### src/rtl/ascii_int_parser.sv
module ascii_int_parser #(
  parameter int VW = 32,
  parameter int IW = 16
) (
  input  logic          clk,
  input  logic          rst_n,
  input  logic          start,
  input  logic          in_valid,
  input  logic [7:0]    in_data,
  output logic          in_ready,
  output logic          done,
  output logic [VW-1:0] value,
  output logic          err,
  output logic          zf,
  output logic          sf,
  output logic          pf,
  output logic          cf,
  output logic [IW-1:0] term_idx
);
  localparam int AW = VW + 4;
  localparam logic [AW-1:0] LIMIT = AW'(1) << (VW - 1);

  typedef enum logic [1:0] {S_IDLE, S_LEAD, S_SIGNED, S_DIGITS} state_t;

  state_t        state;
  logic [AW-1:0] acc;
  logic [IW-1:0] idx;
  logic          neg, seen, ovf;

  wire is_digit = (in_data >= 8'h30) && (in_data <= 8'h39);
  wire is_space = in_data == 8'h20;
  wire is_sign  = (in_data == 8'h2B) || (in_data == 8'h2D);
  wire take     = in_valid && in_ready;

  wire [AW-1:0] acc_next = (acc << 3) + (acc << 1) + AW'(in_data[3:0]);
  wire          big      = acc_next > LIMIT;

  wire lead_end = (state == S_LEAD) && !is_space && !is_sign && !is_digit;
  wire term     = take && (lead_end || (state != S_LEAD && !is_digit));

  wire          fin_err = !seen || ovf || (!neg && acc == LIMIT);
  wire [VW-1:0] mag     = acc[VW-1:0];
  wire [VW-1:0] result  = fin_err ? '0 : (neg ? (~mag + 1'b1) : mag);

  assign in_ready = state != S_IDLE;
  assign cf = 1'b0;

  always_ff @(posedge clk or negedge rst_n) begin
    if (!rst_n) begin
      state <= S_IDLE;
      acc   <= '0;
      idx   <= '0;
      neg   <= 1'b0;
      seen  <= 1'b0;
      ovf   <= 1'b0;
    end else if (start) begin
      state <= S_LEAD;
      acc   <= '0;
      idx   <= '0;
      neg   <= 1'b0;
      seen  <= 1'b0;
      ovf   <= 1'b0;
    end else if (take) begin
      idx <= idx + 1'b1;
      if (term) begin
        state <= S_IDLE;
      end else if (is_digit) begin
        state <= S_DIGITS;
        seen  <= 1'b1;
        if (!ovf) begin
          if (big) ovf <= 1'b1;
          else     acc <= acc_next;
        end
      end else if (state == S_LEAD && is_sign) begin
        state <= S_SIGNED;
        neg   <= in_data == 8'h2D;
      end
    end
  end

  always_ff @(posedge clk or negedge rst_n) begin
    if (!rst_n) begin
      done     <= 1'b0;
      value    <= '0;
      err      <= 1'b0;
      zf       <= 1'b0;
      sf       <= 1'b0;
      pf       <= 1'b0;
      term_idx <= '0;
    end else begin
      done <= term && !start;
      if (term && !start) begin
        value    <= result;
        err      <= fin_err;
        zf       <= result == '0;
        sf       <= result[VW-1];
        pf       <= ~^result[7:0];
        term_idx <= idx;
      end
    end
  end
endmodule

### config.mk
export PLATFORM = sky130hd
export DESIGN_NAME = ascii_int_parser
export DESIGN_NICKNAME = d
export VERILOG_FILES = /design/src/rtl/ascii_int_parser.sv
export SDC_FILE = /design/constraint.sdc
export NUM_CORES = 1
export LEC_CHECK = 0
export ABC_AREA = 1
export ABC_CLOCK_PERIOD_IN_PS = 8100
export BUFFER_PORTS_ARGS = -buffer_cell sky130_fd_sc_hd__buf_2
export CAP_MARGIN = 20
export CORE_MARGIN = 2
export CORE_UTILIZATION = 40
export DETAILED_ROUTE_END_ITERATION = 6
export RECOVER_POWER = 100
export REMOVE_ABC_BUFFERS = 1
export SYNTH_ARGS = -nofsm -noshare
export SYNTH_HDL_FRONTEND = slang
export SYNTH_SLANG_ARGS = --single-unit
export TNS_END_PERCENT = 50
### constraint.sdc
create_clock -name clk -period 8.1 [get_ports clk]
set_clock_uncertainty 0.05 [all_clocks]
set_input_delay 1.62 -clock clk [delete_from_list [all_inputs] [get_ports clk]]
set_output_delay 1.62 -clock clk [all_outputs]
set_load 0.02 [all_outputs]
Word level (Yosys, flattened, before mapping) --
Index checks and enable logic that the tools add are counted.
Storage, ports and cells: bits of input ports 12, output and inout port bits 55, bits in registers 110, word-level logic and storage cells 92
Cells by class: reductions and logical operators 31, order comparisons 3, bitwise gates (word level) 1, equality and inequality tests 10, muxes and demuxes 30, add/subtract/negate cells 4
Operators with widths (number):
- 2-to-1 mux 36 bit | 6
- 2-to-1 mux 32 bit | 2
- adder 36 bit | 1
- adder 36 x 4 -> 36 bit | 1
- equality test 36 x 32 -> 1 bit, second input constant | 1
- greater-than comparator 36 x 32 -> 1 bit, second input constant | 1
- adder 32 x 1 -> 32 bit, second input constant | 1
- logical NOT 32 bit | 1
- 2-to-1 mux 16 bit | 2
- inverter 32 bit | 1
- equality test 8 x 6 -> 1 bit, second input constant | 3
- adder 16 x 1 -> 16 bit, second input constant | 1
- 2-to-1 mux 1 bit | 15
- logical AND 1 bit | 10
- 2-to-1 mux 2 bit | 5
- greater-or-equal comparator 8 x 6 -> 1 bit, second input constant | 1
- <= comparator 8 x 6 -> 1 bit, second input constant | 1
- inequality test 2 bit, second input constant | 4
- nonzero test 2 bit | 4
- XNOR reduction 8 bit | 1
- logical NOT 1 bit | 6
- AND reduction 5 bit | 1
- logical OR 1 bit | 4
- AND reduction 4 bit | 1
- other kinds (5) | 5

Depth between registers and ports, before layout --
Gate-level depths: netlist of the first run.
word-level depth 10, gate-level depth with buffers 25, mapped depth without buffers 23

Worst setup path before layout of the first run --
OpenSTA, ideal clock, no wires.
path type input to register, start input port in_data[3], end register acc[13], setup time 117 ps, arrival 4139 ps, stages 22, setup slack 3794 ps, data required time 7933 ps, path buffers 1, cell sequence inv_1 > fa_1 > fa_1 > inv_1 > nand3_1 > nand2_1 > nand2_1 > nand2_1 > nand2_1 > nand2_1 > nand2_1 > nand2_1 > nand2_1 > nand2_1 > nand2_1 > nand2_1 > nand3_1 > nor2_4 > nand3_4 > buf_6 > nand2_1 > nand2_1
On the way: cells in the longest elaborated chain, start to end 9, elaborated cells on any way between the ends 28, classes of those cells add/sub (1); order compare (3); eq/ne (5); mux (6); reduce/logical (13)
RTL lines:
- start, declared | line 9 | input logic [7:0] in_data,
- branches (longest 9 deep; another with adder 36 x 4 -> 36 bit)
- end signal, assigned | line 72 | else acc <= acc_next;
- end, declared | line 26 | logic [AW-1:0] acc;
Parallel ways; which one is timed is not known. The select of a mux whose other input is x is not followed. A chain may end at the register's enable or synchronous reset.

Final worst setup path of the first run --
start input port in_data[3], end register acc[34]
The elaborated chain is that of the path after synthesis.

==> summary.txt, run 1 <==
Worst hold path
  • Hold path endpoint: idx[15]$_DFFE_PN0P_
  • Hold path start: idx[15]$_DFFE_PN0P_
  • Tightest Hold Check Type: flip-flop to flip-flop
  • Hold Crit Depth: 1

Yosys
  • Most common cell in the synthesized netlist: nand2_1
  • Cell taking the most area after synthesis: dfrtp_1
  • Seq/Total Area, Yosys: 0.299
  • Synth top cells by count: 539 x nand2_1, 198 x inv_1, 155 x nor2_1
  • Ys flop type: dfrtp_1
  • Synth unique cells: 36
  • Post-Synthesis Cells: 1,448
  • Mapped cell area: 9110 um2
  • YS warnings: 0
  • Post-synth EDFFs: 0
  • FFs w/ async S/R, synth: 1.00
  • Share of the synthesized area in the top cell type: 0.299
  • Avg Inst Size Synth: 6.29 um2
  • Number of synthesized register bits: 109
  • Largest cells by area after synthesis: dfrtp_1 30%, nand2_1 22%, ha_1 9.9%

Route
  • Routed Antenna Nets: 0
  • DR vias/cell: 4.94
  • DRC violations left: 0
  • Drt wl/cell: 14.3 um
  • DR vias: 8,795
  • Initial DRC count: 551
  • TritonRoute pass-1 iters: 5
  • Total Wirelength: 25,500 um

Worst setup path
  • CP Buf/Inv Count: 4
  • Required @ worst endpoint: 8.29 ns
  • Flop2flop setup slack: 3.08 ns
  • R2r endpoint: acc[34]$_DFFE_PN0P_
  • Kind of critical path: input port to flip-flop
  • Worst path max stage delay: 1.10 ns
  • R2r worst-path depth: 21
  • Most common cell type on the critical path: nand2_1
  • CP top delay family: simple AND/OR/NAND/NOR gates
  • CP Capture Type: flip-flop
  • Worst-path fanout max: 36
  • Critical path's slowest cell: nand3_1
  • Startpoint types: input port
  • Reg-to-Reg Start: acc[2]$_DFFE_PN0P_
  • CP Cell Sequence: buf_2 -> inv_1 -> fa_1 -> fa_1 -> inv_1 -> nand3_1 -> nand2_1 -> nand2_1 -> nand2_1 -> nand2_1 -> nand2_1 -> nand2_1 -> nand2_1 -> nand2_1 -> nand2_1 -> nand2_1 -> nand2_1 -> nand3_1 -> nor2_4 -> nand3_1 -> nand2_1 -> clkinv_1
  • Worst EP arrival: 6.06 ns

Place
  • DPL Wire Length: 20,500 um
  • Placer Congestion: 0.929
  • # port buffers: 65
  • DP Area: 9650 um2

Outcome
  • Status: finished with violations
  • Failing checks: max-capacitance violations, max-slew violations

Timing
  • Post-route setup TNS: 0 ns
  • Fmax: 170 MHz
  • Final Max Slew Viols: 131
  • Fin. Hold Viols: 0
  • Worst slew margin: -0.736
  • Tmin final: 5.87 ns
  • RSZ-0062 raised after global routing: no
  • Final period util: 0.724
  • Slew at the pin with the worst max-slew slack: 2.60 ns
  • Setup violators final: 0

Layout
  • Layout Nets: 1,578
  • Area growth, synth to finish: 8.24%
  • Antenna diode instance count: 0
  • Layout cell share with drive strength beyond 1: 0.0294
  • Post-route design area: 9860 um2

Clock tree
  • CTS Hold Bufs: 0
  • Clock sink count: 109
  • Cts bufs inserted: 9
  • Setup Fix Bufs, Post-CTS: 0
  • H-tree depth: 3
  • CTS resizes: 0
  • Longest Clk Path Bufs: 2
  • Root cell of the clock tree: clkbuf_16
  • Clk Latency, worst-skew pair: 0.36 ns
  • Clock-pin slew on the worst setup and hold paths: 0.08 ns
  • CTS tree: yes

Floorplan
  • Die Area: 24,000 um2
  • Die Ht: 155 um
  • Placement Rows: 55
  • Chip width: 155 um
  • Core Area: 22,500 um2
  • Starting Density: 0.405
  • Ports: 67

GRT
  • Vias in the first global route: 8,516
  • First-pass GRT wire length: 42,900 um
  • Largest net degree at the start of global routing: 62
  • Total congestion overflow: 0
  • Initial antenna violation count: 0
  • Gr usage total: 0.220

Power and ir drop
  • P per Cell Area: 286 nW/um2
  • Worst VDD drop: 0.117 mV
  • Cell leakage power: 5.54 nW

Run
  • Max Cap Viol: 3
[through the flow]
step                      worst slack [ns]  hold WS [ns]  power [W]  instances   util
after floorplan                       3.35         0.385    0.00193       1410      -
after global placement                2.73         0.404    0.00236       1765  0.429
after detailed placement              2.63         0.410    0.00239       1765  0.429
after CTS                             2.99         0.423    0.00282       1781  0.442
after global routing                  1.59         0.440    0.00310       1782  0.438
final                                 2.23         0.415    0.00282       1782  0.438
[worst max path at each step]
stage	from	to	slack (ns)	cells past startpoint
finish	in_data[3]	acc[34]$_DFFE_PN0P_	2.23	22
global route	in_data[1]	acc[35]$_DFFE_PN0P_	1.59	23
CTS	in_data[3]	acc[31]$_DFFE_PN0P_	2.99	22
detailed placement	in_data[3]	acc[31]$_DFFE_PN0P_	2.63	22
global placement	in_data[3]	acc[35]$_DFFE_PN0P_	2.73	22
floorplan	in_data[3]	acc[32]$_DFFE_PN0P_	3.35	21
[registers in the layout (all words and copies together), names as in the netlist]
signal,flops
neg,1
idx,16
zf,1
value,32
err,1
done,1
pf,1
seen,1
ovf,1
acc,36
term_idx,16
state,2
[where the power goes]
| part | internal (W) | switching, W |
|---|---|---|
| Sequential | 0.000617 | 0.000157 |
| Clock | 0.000216 | 0.000220 |
| Combinational | 0.000536 | 0.00108 |
| Total | 0.00137 | 0.00145 |
[final cells by class]
cell class | instances | area (um2)
clock buffer | 9 | 225
clock inverter | 7 | 68.8
fill | 2461 | 12600
inverter | 209 | 785
multi-input combinational | 1092 | 5400
sequential | 109 | 2730
tap | 285 | 357
timing repair buffer | 71 | 299
[per-layer routing]
| layer | part of all wire | vias up | track usage |
|---|---|---|---|
| met5 | 0 | - | 0 |
| met4 | 0.010 | 0 | 0.0481 |
| li1 | - | 4665 | - |
| met2 | 0.46 | 141 | 0.371 |
| met1 | 0.50 | 3968 | 0.310 |
| met3 | 0.030 | 21 | 0.0170 |
[worst register-to-register path, delay by kind of cell (launching register included)]
family                     cells  cell delay [ns]
DFF                            1             0.43
and+or+nand+nor               16             3.07
adders and majority gates      2             0.97
buffers and inverters          3             0.38
[kinds of logic (layout without fill, tap and decap cells)]
family | Yosys count | count (layout) | share of synthesized area
AO/OA/AOI/OAI | 120 | 120 | 0.0691
XOR/XNOR | 24 | 24 | 0.0231
AND/OR/NAND/NOR | 873 | 873 | 0.398
other | 1 | 1 | 0.000412
flip-flops | 109 | 109 | 0.299
adder cells (fa/ha/maj) | 74 | 74 | 0.103
buffers and inverters | 247 | 296 | 0.107
[cell usage in the layout (no fill, tap or decap), types with 2 or more instances in the layout]
cell | Yosys | final
clkbuf_16 | 0 | 9
nand3b_1 | 8 | 8
dfrtp_1 | 109 | 109
nor2_2 | 3 | 3
xnor2_1 | 7 | 7
a211oi_1 | 3 | 3
nand2_1 | 539 | 539
o211ai_1 | 2 | 2
xor2_1 | 17 | 17
clkinvlp_4 | 0 | 2
o21ai_0 | 56 | 56
clkinv_1 | 1 | 5
nor3b_1 | 2 | 2
nor2_1 | 155 | 155
ha_1 | 72 | 72
or2_2 | 5 | 5
a21oi_1 | 51 | 51
buf_2 | 8 | 8
buf_4 | 3 | 3
fa_1 | 2 | 2
nor3_1 | 19 | 19
nand3_1 | 82 | 83
clkbuf_1 | 21 | 59
inv_1 | 198 | 198
nand4_1 | 54 | 54
nor4_1 | 2 | 2
inv_2 | 10 | 6
clkinv_4 | 0 | 2
o21bai_1 | 5 | 5
Power figures use the tool's default switching activity.
==> inputs of run 2 (changes only) <==
ABC_CLOCK_PERIOD_IN_PS = 4700   (was 8100)
clock period = 4.7 ns   (was 8.1 ns; I/O delays follow)
==> run 2 against run 1 <==
Net effect: the flow still finishes with violations (max-capacitance violations, max-slew violations); power rose by 73%; die area did not move; non-clock buffer count rose by 5; global-route usage fell by 0.43 points; largest power group unchanged; highest routed layer unchanged.
==> summary.txt, run 2 (same netlist as run 1, synthesis figures left out) <==
Worst setup path
  • Most common cell type on the critical path: nand2_1
  • Worst path max stage delay: 0.55 ns (-0.55 ns)
  • Flop2flop setup slack: 0.81 ns (-2.27 ns)
  • CP Cell Sequence: buf_2 -> inv_1 -> fa_1 -> fa_1 -> inv_1 -> nand3_1 -> nand2_1 -> nand2_1 -> nand2_1 -> nand2_1 -> nand2_1 -> nand2_1 -> nand2_1 -> nand2_1 -> nand2_1 -> nand2_1 -> nand2_1 -> nand3_1 -> nor2_4 -> clkbuf_2 -> nand4_1 -> nand2_1
  • CP Capture Type: flip-flop
  • Required @ worst endpoint: 4.93 ns (-3.36 ns)
  • CP Buf/Inv Count: 4 (unchanged)
  • CP top delay family: simple AND/OR/NAND/NOR gates
  • Startpoint types: input port
  • R2r worst-path depth: 21 (unchanged)
  • R2r endpoint: acc[19]$_DFFE_PN0P_
  • Critical path's slowest cell: fa_1
  • Worst-path fanout max: 33 (-8.3%)
  • Reg-to-Reg Start: acc[2]$_DFFE_PN0P_
  • Worst EP arrival: 4.34 ns (-1.72 ns)
  • Kind of critical path: input port to flip-flop

Run
  • Max Cap Viol: 3 (unchanged)

Worst hold path
  • Tightest Hold Check Type: flip-flop to flip-flop
  • Hold path endpoint: idx[15]$_DFFE_PN0P_
  • Hold Crit Depth: 1 (unchanged)
  • Hold path start: idx[15]$_DFFE_PN0P_

Timing
  • Setup violators final: 0 (unchanged)
  • Tmin final: 4.11 ns
  • Fin. Hold Viols: 0 (unchanged)
  • Worst slew margin: -0.363 (+0.373)
  • Final Max Slew Viols: 102 (-22%)
  • Post-route setup TNS: 0 ns (unchanged)
  • Hold Worst Slack: 0.410 ns (-0.00550 ns)
  • Final period util: 0.875
  • Slew at the pin with the worst max-slew slack: 2.04 ns (-0.559 ns)
  • Fmax: 243 MHz
  • RSZ-0062 raised after global routing: no

Place
  • DP Area: 9690 um2 (+0.39%)
  • DPL Wire Length: 20,600 um (+0.14%)
  • Placed cell count: 1,770 (+0.28%)
  • Placer Congestion: 0.932 (+0.40%)
  • # port buffers: 65 (unchanged)

GRT
  • Met3 usage: 0.0187 (+0.00167)
  • Global Route met1 Usage: 0.299 (-0.0111)
  • Met2 usage: 0.357 (-0.0133)
  • GRT busiest layer: met2
  • Total congestion overflow: 0 (unchanged)
  • Vias in the first global route: 8,366 (-1.8%)
  • Gr usage total: 0.216 (-0.00429)
  • Largest net degree at the start of global routing: 81 (+31%)
  • First-pass GRT wire length: 41,900 um (-2.3%)
  • Initial antenna violation count: 0 (unchanged)

Layout
  • Post-route design area: 9900 um2 (+0.39%)
  • Most common cell after layout, fill and taps aside: nand2_1
  • Reg with most FFs: acc
  • Layout Nets: 1,583 (+0.32%)
  • Layout cell share with drive strength beyond 1: 0.0340 (+0.00456)
  • Top flop regs: acc x36, value x32
  • Final Non-Filler Cells: 1,787 (+0.28%)
  • Number of flip-flops in the largest register: 36 (unchanged)
  • Antenna diode instance count: 0 (unchanged)
  • Area growth, synth to finish: 8.67%
  • Commonest cells after routing, fill and taps aside: 540 x nand2_1, 198 x inv_1, 156 x nor2_1

Clock tree
  • CTS resizes: 0 (unchanged)
  • Root cell of the clock tree: clkbuf_16
  • CTS Hold Bufs: 0 (unchanged)
  • Clock-pin slew on the worst setup and hold paths: 0.07 ns (about the same)
  • Setup Fix Bufs, Post-CTS: 0 (unchanged)
  • Clk Latency, worst-skew pair: 0.35 ns (about the same)
  • Clock sink count: 109 (unchanged)
  • Cts bufs inserted: 9 (unchanged)
  • H-tree depth: 3 (unchanged)
  • CTS tree: yes
  • Longest Clk Path Bufs: 2 (unchanged)

Floorplan
  • Die Area: 24,000 um2 (unchanged)
  • Core Area: 22,500 um2 (unchanged)
  • Die Ht: 155 um (unchanged)
  • Chip width: 155 um (unchanged)
  • Placement Rows: 55 (unchanged)
  • Starting Density: 0.405 (unchanged)
  • Ports: 67 (unchanged)

Route
  • Drt wl/cell: 14.3 um (-0.30%)
  • DR vias/cell: 4.95 (+0.36%)
  • TritonRoute pass-1 iters: 5 (unchanged)
  • DR vias: 8,851 (+0.64%)
  • Initial DRC count: 661 (+20%)
  • Routed Antenna Nets: 0 (unchanged)
  • Total Wirelength: 25,500 um (about the same)
  • DRC violations left: 0 (unchanged)

Power and ir drop
  • Worst VDD drop: 0.202 mV (+73%)
  • Cell leakage power: 5.57 nW (+0.65%)
  • P per Cell Area: 494 nW/um2 (+73%)

Outcome
  • Failing checks: max-capacitance violations, max-slew violations
  • Status: finished with violations
run 2: cell count changes in the layout (fill, tap and decap cells not counted), sizes merged:
cell	before	now
clkinvlp	2	3
clkinv	8	4
clkbuf	68	72
buf	12	13
bufinv	0	1
inv	206	208
run 2: worst max-delay path by stage:
stage                           from                  end  slack [ns]  depth (start not counted)
after floorplan           in_data[3]  acc[32]$_DFFE_PN0P_        0.63                         21
after global placement    in_data[3]  acc[33]$_DFFE_PN0P_        0.45                         20
after detailed placement  in_data[3]  acc[29]$_DFFE_PN0P_        0.41                         20
after CTS                 in_data[3]  acc[19]$_DFFE_PN0P_        0.77                         20
after global routing      in_data[3]   acc[6]$_DFFE_PN0P_        0.27                         22
final                     in_data[3]  acc[19]$_DFFE_PN0P_        0.59                         22
run 2: where the power goes:
part	switching, W	internal (W)	leakage, nW
Combinational	0.00185	0.000935	3.94
Sequential	0.000264	0.00106	1.49
Clock	0.000360	0.000420	0.140
run 2: cell type report:
type | instances | area, um2
Clock buffer | 9 | 225
Clock inverter | 7 | 81.3
Fill cell | 2469 | 12600
Inverter | 209 | 785
Multi-Input combinational cell | 1092 | 5410
Sequential cell | 109 | 2730
Tap cell | 285 | 357
Timing Repair Buffer | 76 | 318
run 2: routing by layer:
| metal | routed length (um) | part of all wire |
|---|---|---|
| met4 | 572 | 0.022 |
| met5 | 0 | 0 |
| met3 | 891 | 0.035 |
| met2 | 11400 | 0.45 |
| met1 | 12700 | 0.50 |
run 2: worst register-to-register path, stage by stage (launching register included):
cell and delay (ns):
dfrtp_1 0.43, inv_1 0.16, fa_1 0.50, fa_1 0.48
inv_1 0.11, nand3_1 0.10, nand2_1 0.12, nand2_1 0.06
nand2_1 0.13, nand2_1 0.08, nand2_1 0.10, nand2_1 0.11
nand2_1 0.09, nand2_1 0.05, nand2_1 0.05, nand2_1 0.05
nand2_1 0.05, nand3_1 0.13, nor2_4 0.15, clkbuf_2 0.55
nand4_1 0.18, nand2_1 0.12
run 2: per-stage QoR:
step / power (W) / utilization / worst slack [ns]
after floorplan: 0.00332 / - / 0.626
after global placement: 0.00409 / 0.430 / 0.448
after detailed placement: 0.00411 / 0.430 / 0.406
after CTS: 0.00491 / 0.444 / 0.769
after global routing: 0.00536 / 0.440 / 0.270
final: 0.00489 / 0.440 / 0.587
==> inputs of run 3 (changes only) <==
CORE_MARGIN = 8   (was 2)
RECOVER_POWER = 25   (was 100)
==> run 3 against run 2 <==
Net effect: worst hold slack improved by 0.0073 ns; power barely moved; sequential cell count did not move; critical endpoint unchanged; the flow still finishes with violations (max-capacitance violations, max-slew violations); clock-buffer cell count did not move; critical path type unchanged; critical path depth did not move; clock power fell by 3%.
==> summary.txt, run 3 (same netlist as run 1, synthesis figures left out) <==
Floorplan
  • Die Area: 27,900 um2 (+16%)
  • Chip width: 167 um (+7.7%)
  • Placement Rows: 55 (unchanged)
  • Core Area: 22,500 um2 (unchanged)
  • Starting Density: 0.405 (unchanged)
  • Ports: 67 (unchanged)
  • Die Ht: 167 um (+7.7%)

Timing
  • RSZ-0062 raised after global routing: no
  • Slew at the pin with the worst max-slew slack: 2.57 ns (+0.525 ns)
  • Hold Worst Slack: 0.417 ns (+0.00731 ns)
  • Setup WS post-layout: 0.655 ns (+0.0678 ns)
  • Setup violators final: 0 (unchanged)
  • Fin. Hold Viols: 0 (unchanged)
  • Final period util: 0.861 (-0.0144)
  • Final Max Slew Viols: 90 (-12%)
  • Tmin final: 4.04 ns (-0.0678 ns)
  • Fmax: 247 MHz (+1.7%)
  • Worst slew margin: -0.713 (-0.350)
  • Post-route setup TNS: 0 ns (unchanged)

Power and ir drop
  • Pwr Total: 0.00489 W (about the same)
  • Cell leakage power: 5.82 nW (+4.4%)
  • P per Cell Area: 491 nW/um2 (-0.65%)
  • Worst VDD drop: 0.238 mV (+18%)

Route
  • Initial DRC count: 714 (+8.0%)
  • DRC violations left: 0 (unchanged)
  • TritonRoute pass-1 iters: 5 (unchanged)
  • Drt wl/cell: 14.6 um (+2.4%)
  • DR vias: 9,017 (+1.9%)
  • Total Wirelength: 26,100 um (+2.3%)
  • Routed Antenna Nets: 0 (unchanged)
  • DR vias/cell: 5.05 (+2.0%)

GRT
  • Met3 usage: 0.0300 (+0.0114)
  • Vias in the first global route: 8,611 (+2.9%)
  • First-pass GRT wire length: 43,500 um (+3.8%)
  • Total congestion overflow: 0 (unchanged)
  • Largest net degree at the start of global routing: 70 (-14%)
  • Initial antenna violation count: 0 (unchanged)
  • Gr usage total: 0.190 (-0.0254)
  • Global Route met1 Usage: 0.254 (-0.0448)
  • Met2 usage: 0.312 (-0.0454)
  • GRT busiest layer: met2

Clock tree
  • CTS tree: yes
  • CTS Hold Bufs: 0 (unchanged)
  • Root cell of the clock tree: clkbuf_16
  • Clock sink count: 109 (unchanged)
  • Longest Clk Path Bufs: 2 (unchanged)
  • Cts bufs inserted: 9 (unchanged)
  • CTS resizes: 0 (unchanged)
  • H-tree depth: 3 (unchanged)
  • Clk Latency, worst-skew pair: 0.36 ns (about the same)
  • Setup Fix Bufs, Post-CTS: 0 (unchanged)
  • Clock-pin slew on the worst setup and hold paths: 0.08 ns (about the same)

Layout
  • Number of flip-flops in the largest register: 36 (unchanged)
  • Area growth, synth to finish: 9.44%
  • Reg with most FFs: acc
  • Layout Nets: 1,581 (-0.13%)
  • Fillers: 2,429 (-1.6%)
  • Register area: 2730 um2 (unchanged)
  • Commonest cells after routing, fill and taps aside: 538 x nand2_1, 198 x inv_1, 155 x nor2_1
  • Area of the multi-input gates: 5410 um2 (+0.14%)
  • Layout cell share with drive strength beyond 1: 0.0733 (+0.0394)
  • Top flop regs: acc x36, value x32
  • Antenna diode instance count: 0 (unchanged)
  • Final Non-Filler Cells: 1,785 (-0.11%)
  • Most common cell after layout, fill and taps aside: nand2_1

Worst setup path
  • Reg-to-Reg Start: acc[2]$_DFFE_PN0P_
  • Most common cell type on the critical path: nand2_1
  • Startpoint types: input port
  • CP Capture Type: flip-flop
  • Worst-path fanout max: 36 (+9.1%)
  • CP Cell Sequence: buf_2 -> inv_1 -> fa_1 -> fa_1 -> inv_1 -> nand3_1 -> nand2_1 -> nand2_1 -> nand2_1 -> nand2_1 -> nand2_1 -> nand2_1 -> nand2_1 -> nand2_1 -> nor2_1 -> nand3_1 -> nor2_1 -> nand2_1 -> nand2_2 -> nand3_4 -> nand2_1 -> nand2_1
  • Worst path max stage delay: 0.55 ns (about the same)
  • Worst EP arrival: 4.24 ns (-0.10 ns)
  • Kind of critical path: input port to flip-flop
  • R2r worst-path depth: 21 (unchanged)
  • Required @ worst endpoint: 4.89 ns (-0.04 ns)
  • Flop2flop setup slack: 0.82 ns (about the same)
  • Critical path's slowest cell: fa_1
  • R2r endpoint: acc[19]$_DFFE_PN0P_

Place
  • Placed cell count: 1,769 (-0.056%)
  • Worst slack at placement: 0.327 ns (-0.0790 ns)
  • # port buffers: 65 (unchanged)
  • Placer Congestion: 0.968 (+3.8%)
  • DPL Wire Length: 21,200 um (+2.8%)

Outcome
  • Failing checks: max-capacitance violations, max-slew violations
  • Status: finished with violations

Worst hold path
  • Hold path endpoint: idx[15]$_DFFE_PN0P_
  • Hold Crit Depth: 1 (unchanged)
  • Tightest Hold Check Type: flip-flop to flip-flop
  • Hold path start: idx[15]$_DFFE_PN0P_

Run
  • Max Cap Viol: 2 (-1)
[run 3: changes by cell type in the layout (fill, tap and decap cells not counted), sizes merged]
cell | previous run | this run
inv | 208 | 212
clkinvlp | 3 | 0
bufinv | 1 | 0
buf | 13 | 70
clkbuf | 72 | 13
[run 3: worst max-delay path, delay by kind of cell]
| family | cells | cell delay, ns |
|---|---|---|
| and+or+nand+nor | 17 | 1.98 |
| adders and majority gates | 2 | 1.03 |
| buffers and inverters | 3 | 0.27 |
[run 3: metal layers]
layer	wire [um]	up-vias	part of all wire
met5	0	-	0
met4	548	0	0.021
met3	1430	39	0.055
met2	11800	221	0.45
met1	12300	4086	0.47
li1	-	4671	-
[run 3: worst max path at each step]
stage               cells past startpoint  slack, ns  startpoint                  end
floorplan                              21       0.63  in_data[3]  acc[32]$_DFFE_PN0P_
global placement                       22       0.38  in_data[3]  acc[33]$_DFFE_PN0P_
detailed placement                     22       0.33  in_data[3]  acc[19]$_DFFE_PN0P_
CTS                                    22       0.68  in_data[3]  acc[19]$_DFFE_PN0P_
global route                           22       0.30  in_data[3]   acc[8]$_DFFE_PN0P_
finish                                 22       0.66  in_data[3]  acc[19]$_DFFE_PN0P_
[run 3: power breakdown]
part,leakage (nW),switching (W),internal (W)
Clock,0.148,0.000381,0.000379
Sequential,1.49,0.000267,0.00106
Combinational,4.18,0.00185,0.000949
Total,5.82,0.00250,0.00239
[run 3: final cells by class]
| cell class | count | area share |
|---|---|---|
| Clock buffer | 9 | 0.0226 |
| Clock inverter | 7 | 0.00791 |
| Inverter | 209 | 0.0787 |
| Multi-Input combinational cell | 1092 | 0.543 |
| Sequential cell | 109 | 0.274 |
| Tap cell | 285 | 0.0358 |
| Timing Repair Buffer | 74 | 0.0384 |
[run 3: per-stage QoR]
| stage | util | instance area, um2 |
|---|---|---|
| floorplan | - | 8920 |
| global route | 0.443 | 9970 |
| finish | 0.443 | 9970 |
| global placement | 0.430 | 9680 |
| detailed placement | 0.430 | 9680 |
| CTS | 0.444 | 9980 |
